<file path="config.mk">
export PLATFORM = sky130hd
export DESIGN_NAME = crc_engine
export DESIGN_NICKNAME = d
export VERILOG_FILES = /design/src/rtl/crc_engine_pkg.sv /design/src/rtl/crc_in_cond.sv /design/src/rtl/crc_byte_step.sv /design/src/rtl/crc_out_cond.sv /design/src/rtl/crc_engine.sv
export SDC_FILE = /design/constraint.sdc
export NUM_CORES = 1
export LEC_CHECK = 0
export ABC_CLOCK_PERIOD_IN_PS = 27100
export CAP_MARGIN = 20
export CORE_MARGIN = 2
export CORE_UTILIZATION = 59
export DETAILED_ROUTE_END_ITERATION = 12
export GPL_ROUTABILITY_DRIVEN = 0
export PLACE_DENSITY_LB_ADDON = 0.1
export SYNTH_ARGS = -nofsm -noshare
export SYNTH_HDL_FRONTEND = slang
export SYNTH_SLANG_ARGS = --single-unit
</file>
<file path="constraint.sdc">
create_clock -name clk -period 27.1 [get_ports clk]
set_input_delay 5.42 -clock clk [delete_from_list [all_inputs] [get_ports clk]]
set_output_delay 5.42 -clock clk [all_outputs]
set_load 0.05 [all_outputs]
</file>
<file path="src/rtl/crc_engine_pkg.sv">
package crc_engine_pkg;

    localparam int CRC_W = 32;

    typedef enum logic [1:0] {
        MODE_CCITT = 2'd0,
        MODE_CRC8  = 2'd1,
        MODE_CRC16 = 2'd2,
        MODE_CRC32 = 2'd3
    } crc_mode_e;

    typedef enum logic {
        ST_RELOAD = 1'b0,
        ST_READY  = 1'b1
    } eng_state_e;

    function automatic logic [5:0] mode_width(input crc_mode_e m);
        unique case (m)
            MODE_CRC8:  return 6'd8;
            MODE_CRC32: return 6'd32;
            default:    return 6'd16;
        endcase
    endfunction

    function automatic logic [CRC_W-1:0] mode_poly(input crc_mode_e m);
        unique case (m)
            MODE_CCITT: return 32'h0000_1021;
            MODE_CRC8:  return 32'h0000_0007;
            MODE_CRC16: return 32'h0000_8005;
            default:    return 32'h04C1_1DB7;
        endcase
    endfunction

endpackage

</file>
<file path="src/rtl/crc_in_cond.sv">
module crc_in_cond #(
    parameter int DATA_W = 32
) (
    input  logic [DATA_W-1:0] din,
    input  logic              bit_rev,
    input  logic              invert,
    output logic [DATA_W-1:0] dout
);
    localparam int NBYTES = DATA_W / 8;

    logic [DATA_W-1:0] flipped;

    for (genvar b = 0; b < NBYTES; b++) begin : g_byte
        for (genvar i = 0; i < 8; i++) begin : g_bit
            assign flipped[8*b+i] = din[8*b+7-i];
        end
    end

    assign dout = (bit_rev ? flipped : din) ^ {DATA_W{invert}};
endmodule

</file>
<file path="src/rtl/crc_byte_step.sv">
module crc_byte_step #(
    parameter int CRC_W = 32
) (
    input  logic [CRC_W-1:0] acc_in,
    input  logic [7:0]       byte_in,
    input  logic [CRC_W-1:0] poly_al,
    output logic [CRC_W-1:0] acc_out
);
    // acc_in and poly_al are left-aligned to bit CRC_W-1
    logic [CRC_W-1:0] acc;

    always_comb begin
        acc = acc_in ^ {byte_in, {(CRC_W-8){1'b0}}};
        for (int i = 0; i < 8; i++) begin
            acc = acc[CRC_W-1] ? ((acc << 1) ^ poly_al) : (acc << 1);
        end
        acc_out = acc;
    end
endmodule

</file>
<file path="src/rtl/crc_out_cond.sv">
module crc_out_cond #(
    parameter int CRC_W = 32
) (
    input  logic [CRC_W-1:0] crc_val,
    input  logic [5:0]       shamt,
    input  logic [CRC_W-1:0] mask,
    input  logic             bit_rev,
    input  logic             invert,
    output logic [CRC_W-1:0] checksum_out
);
    logic [CRC_W-1:0] full_rev;
    logic [CRC_W-1:0] ordered;

    for (genvar i = 0; i < CRC_W; i++) begin : g_rev
        assign full_rev[i] = crc_val[CRC_W-1-i];
    end

    assign ordered      = bit_rev ? (full_rev >> shamt) : crc_val;
    assign checksum_out = (ordered ^ {CRC_W{invert}}) & mask;
endmodule

</file>
<file path="src/rtl/crc_engine.sv">
module crc_engine
    import crc_engine_pkg::*;
#(
    parameter int DATA_W     = 32,
    parameter int RST_CYCLES = 3
) (
    input  logic              clk,
    input  logic              rst_n,
    input  logic              cfg_enable,
    input  logic [1:0]        cfg_mode,
    input  logic [1:0]        cfg_len,
    input  logic              cfg_in_rev,
    input  logic              cfg_in_inv,
    input  logic              cfg_out_rev,
    input  logic              cfg_out_inv,
    input  logic [CRC_W-1:0]  seed,
    input  logic              eng_rst_req,
    input  logic              wr_valid,
    input  logic [DATA_W-1:0] wr_data,
    output logic              reload_busy,
    output logic [CRC_W-1:0]  checksum
);
    localparam int NBYTES = DATA_W / 8;
    localparam int HALF   = (NBYTES > 1) ? 2 : 1;
    localparam int CNT_W  = $clog2(RST_CYCLES + 1);
    localparam logic [CNT_W-1:0] HOLD_LOAD = CNT_W'(RST_CYCLES - 1);

    eng_state_e         fsm_q, fsm_d;
    logic [CNT_W-1:0]   cnt_q, cnt_d;
    logic [CRC_W-1:0]   crc_q, crc_d;
    logic [5:0]         width, shamt;
    logic [CRC_W-1:0]   wmask, poly_al, picked, next_crc;
    logic [DATA_W-1:0]  cond_data;
    logic [NBYTES:0][CRC_W-1:0] stage;

    // ---- polynomial set-up ----
    always_comb begin
        width   = mode_width(crc_mode_e'(cfg_mode));
        shamt   = 6'(CRC_W) - width;
        wmask   = {CRC_W{1'b1}} >> shamt;
        poly_al = mode_poly(crc_mode_e'(cfg_mode)) << shamt;
    end

    crc_in_cond #(.DATA_W(DATA_W)) u_in (
        .din     (wr_data),
        .bit_rev (cfg_in_rev),
        .invert  (cfg_in_inv),
        .dout    (cond_data)
    );

    // ---- byte chain, least significant byte first ----
    assign stage[0] = crc_q << shamt;

    for (genvar b = 0; b < NBYTES; b++) begin : g_step
        crc_byte_step #(.CRC_W(CRC_W)) u_step (
            .acc_in  (stage[b]),
            .byte_in (cond_data[8*b +: 8]),
            .poly_al (poly_al),
            .acc_out (stage[b+1])
        );
    end

    always_comb begin
        unique case (cfg_len)
            2'd0:    picked = stage[1];
            2'd1:    picked = stage[HALF];
            default: picked = stage[NBYTES];
        endcase
        next_crc = picked >> shamt;
    end

    // ---- controller: next state ----
    always_comb begin
        fsm_d = fsm_q;
        cnt_d = cnt_q;
        unique case (fsm_q)
            ST_RELOAD: begin
                if (eng_rst_req)        cnt_d = HOLD_LOAD;
                else if (cnt_q == '0)   fsm_d = ST_READY;
                else                    cnt_d = cnt_q - 1'b1;
            end
            ST_READY: begin
                if (eng_rst_req) begin
                    fsm_d = ST_RELOAD;
                    cnt_d = HOLD_LOAD;
                end
            end
            default: fsm_d = ST_RELOAD;
        endcase
    end

    // ---- controller: state register ----
    always_ff @(posedge clk or negedge rst_n) begin
        if (!rst_n) begin
            fsm_q <= ST_RELOAD;
            cnt_q <= HOLD_LOAD;
        end else begin
            fsm_q <= fsm_d;
            cnt_q <= cnt_d;
        end
    end

    // ---- running CRC value ----
    always_comb begin
        if (fsm_q == ST_RELOAD || eng_rst_req)
            crc_d = seed & wmask;
        else if (wr_valid && cfg_enable)
            crc_d = next_crc;
        else
            crc_d = crc_q;
    end

    always_ff @(posedge clk or negedge rst_n) begin
        if (!rst_n) crc_q <= '0;
        else        crc_q <= crc_d;
    end

    // ---- outputs ----
    assign reload_busy = (fsm_q == ST_RELOAD);

    crc_out_cond #(.CRC_W(CRC_W)) u_out (
        .crc_val      (crc_q),
        .shamt        (shamt),
        .mask         (wmask),
        .bit_rev      (cfg_out_rev),
        .invert       (cfg_out_inv),
        .checksum_out (checksum)
    );
endmodule

</file>
==> out/qor.yml <==
outcome:
  status: "finished, final reports clean"
route:
  via_per_inst: 6.61
  ant_nets: 0
  drc: 0
  drtIter0Drc: 2256
  wl_per_cell_um: 23.4
  vias: 16400
  dr.pass1.iters: 6
  routed_wl_um: 58000
global_route:
  gr-total-overflow: 0
  grt_antenna_before_repair: 1
  use_met3_pct: 7.19
  grt_pass1_vias: 15600
  top_usage_layer: "met2"
  grtUsageMet1_pct: 53.7
  grt_pass1_wl_um: 90200
  grtUsageMet2_pct: 63.2
  grt_usage_pct: 40.6
  grt_max_degree: 67
flow_run:
  maxCapViolCount: 0
timing:
  fin_crit_ns: 21.18
  grt_setup_unrepaired: "false"
  hold_violations: 0
  setup_viol_count_final: 0
  fmax_mhz: 47.2
  slew_headroom_pct: 22.3
  worst_pin_slew_ns: 1.16
  tns_ns: 0
  drv_slew: 0
  fin_crit_sh_pct: 78.2
  finalClockSkew_ns: 0.00560
  setup_ws_ns: 5.92
cts:
  ctsRootBufferMaster: "clkbuf_16"
  clock-sinks: 35
  cts_setup_buffers: 0
  h-tree-depth: 2
  path_clk_slew_ns: 0.05
  clock_path_buffers: 2
  cts_hold_buf: 0
  cts_buffers: 5
  clk-insertion-delay-late_ns: 0.28
  ctsResizeCount: 0
  cts_tree: "yes"
synth:
  yosysMostFrequentCell: "xnor2_1"
  yosysUniqueCellTypes: 111
  synth_async_sr_flop_share_pct: 100
  synth_top_area_share_pct: 24.6
  synth_top_area_cell: "xnor2_1"
  synth_area_mm2: 0.0158
  synthTopCellsByCount: "xnor2_1 (445), nand2_1 (263), nor2_1 (241)"
  avgSynthCellArea_um2: 7.38
  syn_inst: 2145
  yosysWarnings: 0
  synth_enable_flop_cells: 0
  syn-num-nets: 2230
  ys_seq_area_share_pct: 5.54
  synth_ff_type: "dfrtp_1"
  ys_ff_latch: 35
  synth_area_leaders: "xnor2_1 (25%), nand2_1 (6.2%), xor2_1 (6.2%)"
place:
  placed_cell_area_mm2: 0.0170
  place_ws_ns: 6.04
  placed_cells: 2470
  portBuffers: 109
  dpl.hpwl_um: 44200
finish:
  areaGrowthSynthToFinish_pct: 8.28
  stdcell_count: 2480
  final_nets: 2228
  stdcell_area_mm2: 0.0171
  final_layout_size_suffix_gt1_share_pct: 7.46
critical_path:
  crit_path_frequent_cell: "xnor2_2"
  critPathMaxFanout: 59
  max_stage_delay_ns: 0.92
  required_ns: 27.30
  critPathSlowestCell: "xnor2_1"
  critPathCaptureType: "register"
  critical_path_class: "input port to register"
  worstPathArrival_ns: 21.38
  start_kind: "input port"
  crit_start: "cfg_mode[1]"
  r2r_start: "crc_q[7]$_DFFE_PN0P_"
floorplan:
  io_pins: 110
  initial_core_util_pct: 60.4
  die_w_um: 168
  core_mm2: 0.0262
  fp.dieArea_mm2: 0.0282
  num_rows: 59
  die_y_um: 168
worst_hold_path:
  hold_start: "cnt_q[0]$_DFFE_PN0P_"
  hp-class: "register to register"
cell families after synthesis:
kind of cell               Yosys count  synth area share, %
adders and majority gates            8                0.632
and+or+nand+nor                    739                 21.1
DFF                                 35                 5.54
xor gates and xnor gates           642                 42.3
AOI/OAI and AO/OA                  442                 18.6
muxes                              113                 7.55
buffers and inverters              166                 4.23
critical path: cells and delay by family:
| kind | cells | cell delay (ns) |
|---|---|---|
| buffers and inverters | 4 | 1.87 |
| multiplexers | 2 | 0.74 |
| XOR/XNOR | 21 | 8.98 |
| adder cells (fa/ha/maj) | 1 | 0.48 |
| AO/OA/AOI/OAI | 9 | 2.03 |
| AND/OR/NAND/NOR | 7 | 1.76 |
final cells by class:
type	count	area (um2)
Inverter	19	71.3
Timing Repair Buffer	138	1290
Sequential cell	35	877
Fill cell	2325	9060
Multi-Input combinational cell	1944	14300
Tap cell	335	419
Antenna cell	1	2.50
Clock buffer	8	136
per-stage QoR:
| step | utilization, % | hold slack, ns |
|---|---|---|
| 5_1_grt | 65.4 | 0.571 |
| 3_3_place_gp | 64.9 | 0.529 |
| 2_1_floorplan | - | 0.466 |
| 3_5_place_dp | 64.9 | 0.552 |
| 6_report | 65.4 | 0.556 |
| 4_1_cts | 65.4 | 0.561 |
flip-flops by register name, summed over array words and instances, names as in the netlist:
| name | cells |
|---|---|
| cnt_q | 2 |
| crc_q | 32 |
| fsm_q | 1 |
placed cells by master, fill, tap and decap left out, types with 10 or more instances in the layout:
master	n
xnor2_1	445
nand2_1	263
nor2_1	241
xor2_1	112
a21oi_1	112
clkdlybuf4s50_1	106
mux2i_1	97
o21ai_0	81
nand3_1	57
nor3_1	39
xnor3_1	35
dfrtp_1	34
buf_4	29
o21ai_1	28
and3_1	25
a211oi_1	23
a22oi_1	23
xnor2_2	19
a31oi_1	17
and2_1	17
inv_1	15
o211ai_1	14
o22ai_1	14
nand2b_1	13
nand4_1	13
or3_1	11
mux2_2	10
o21a_1	10
a21o_1	10
layer usage:
layer	wire [um]	part of all wire (%)
met5	10	0.017
met4	3620	6.2
met3	7070	12
met2	24800	43
met1	22500	39
path summary, 6_finish.rpt:
path                                          to  slack (ns)  cells after the start
setup / recovery           crc_q[12]$_DFFE_PN0P_        5.92                     44
max in group asynchronous   cnt_q[1]$_DFFE_PN1P_       21.19                      2
hold reg to reg             cnt_q[0]$_DFFE_PN0P_        0.56                      2
setup reg to reg           crc_q[12]$_DFFE_PN0P_       12.30                     40
hold / removal              cnt_q[0]$_DFFE_PN0P_        0.56                      2
min in group asynchronous  crc_q[10]$_DFFE_PN0P_        5.56                      2
Power is not shown: default switching activity piles up to over one toggle a cycle in this logic, so the estimate is an artifact.
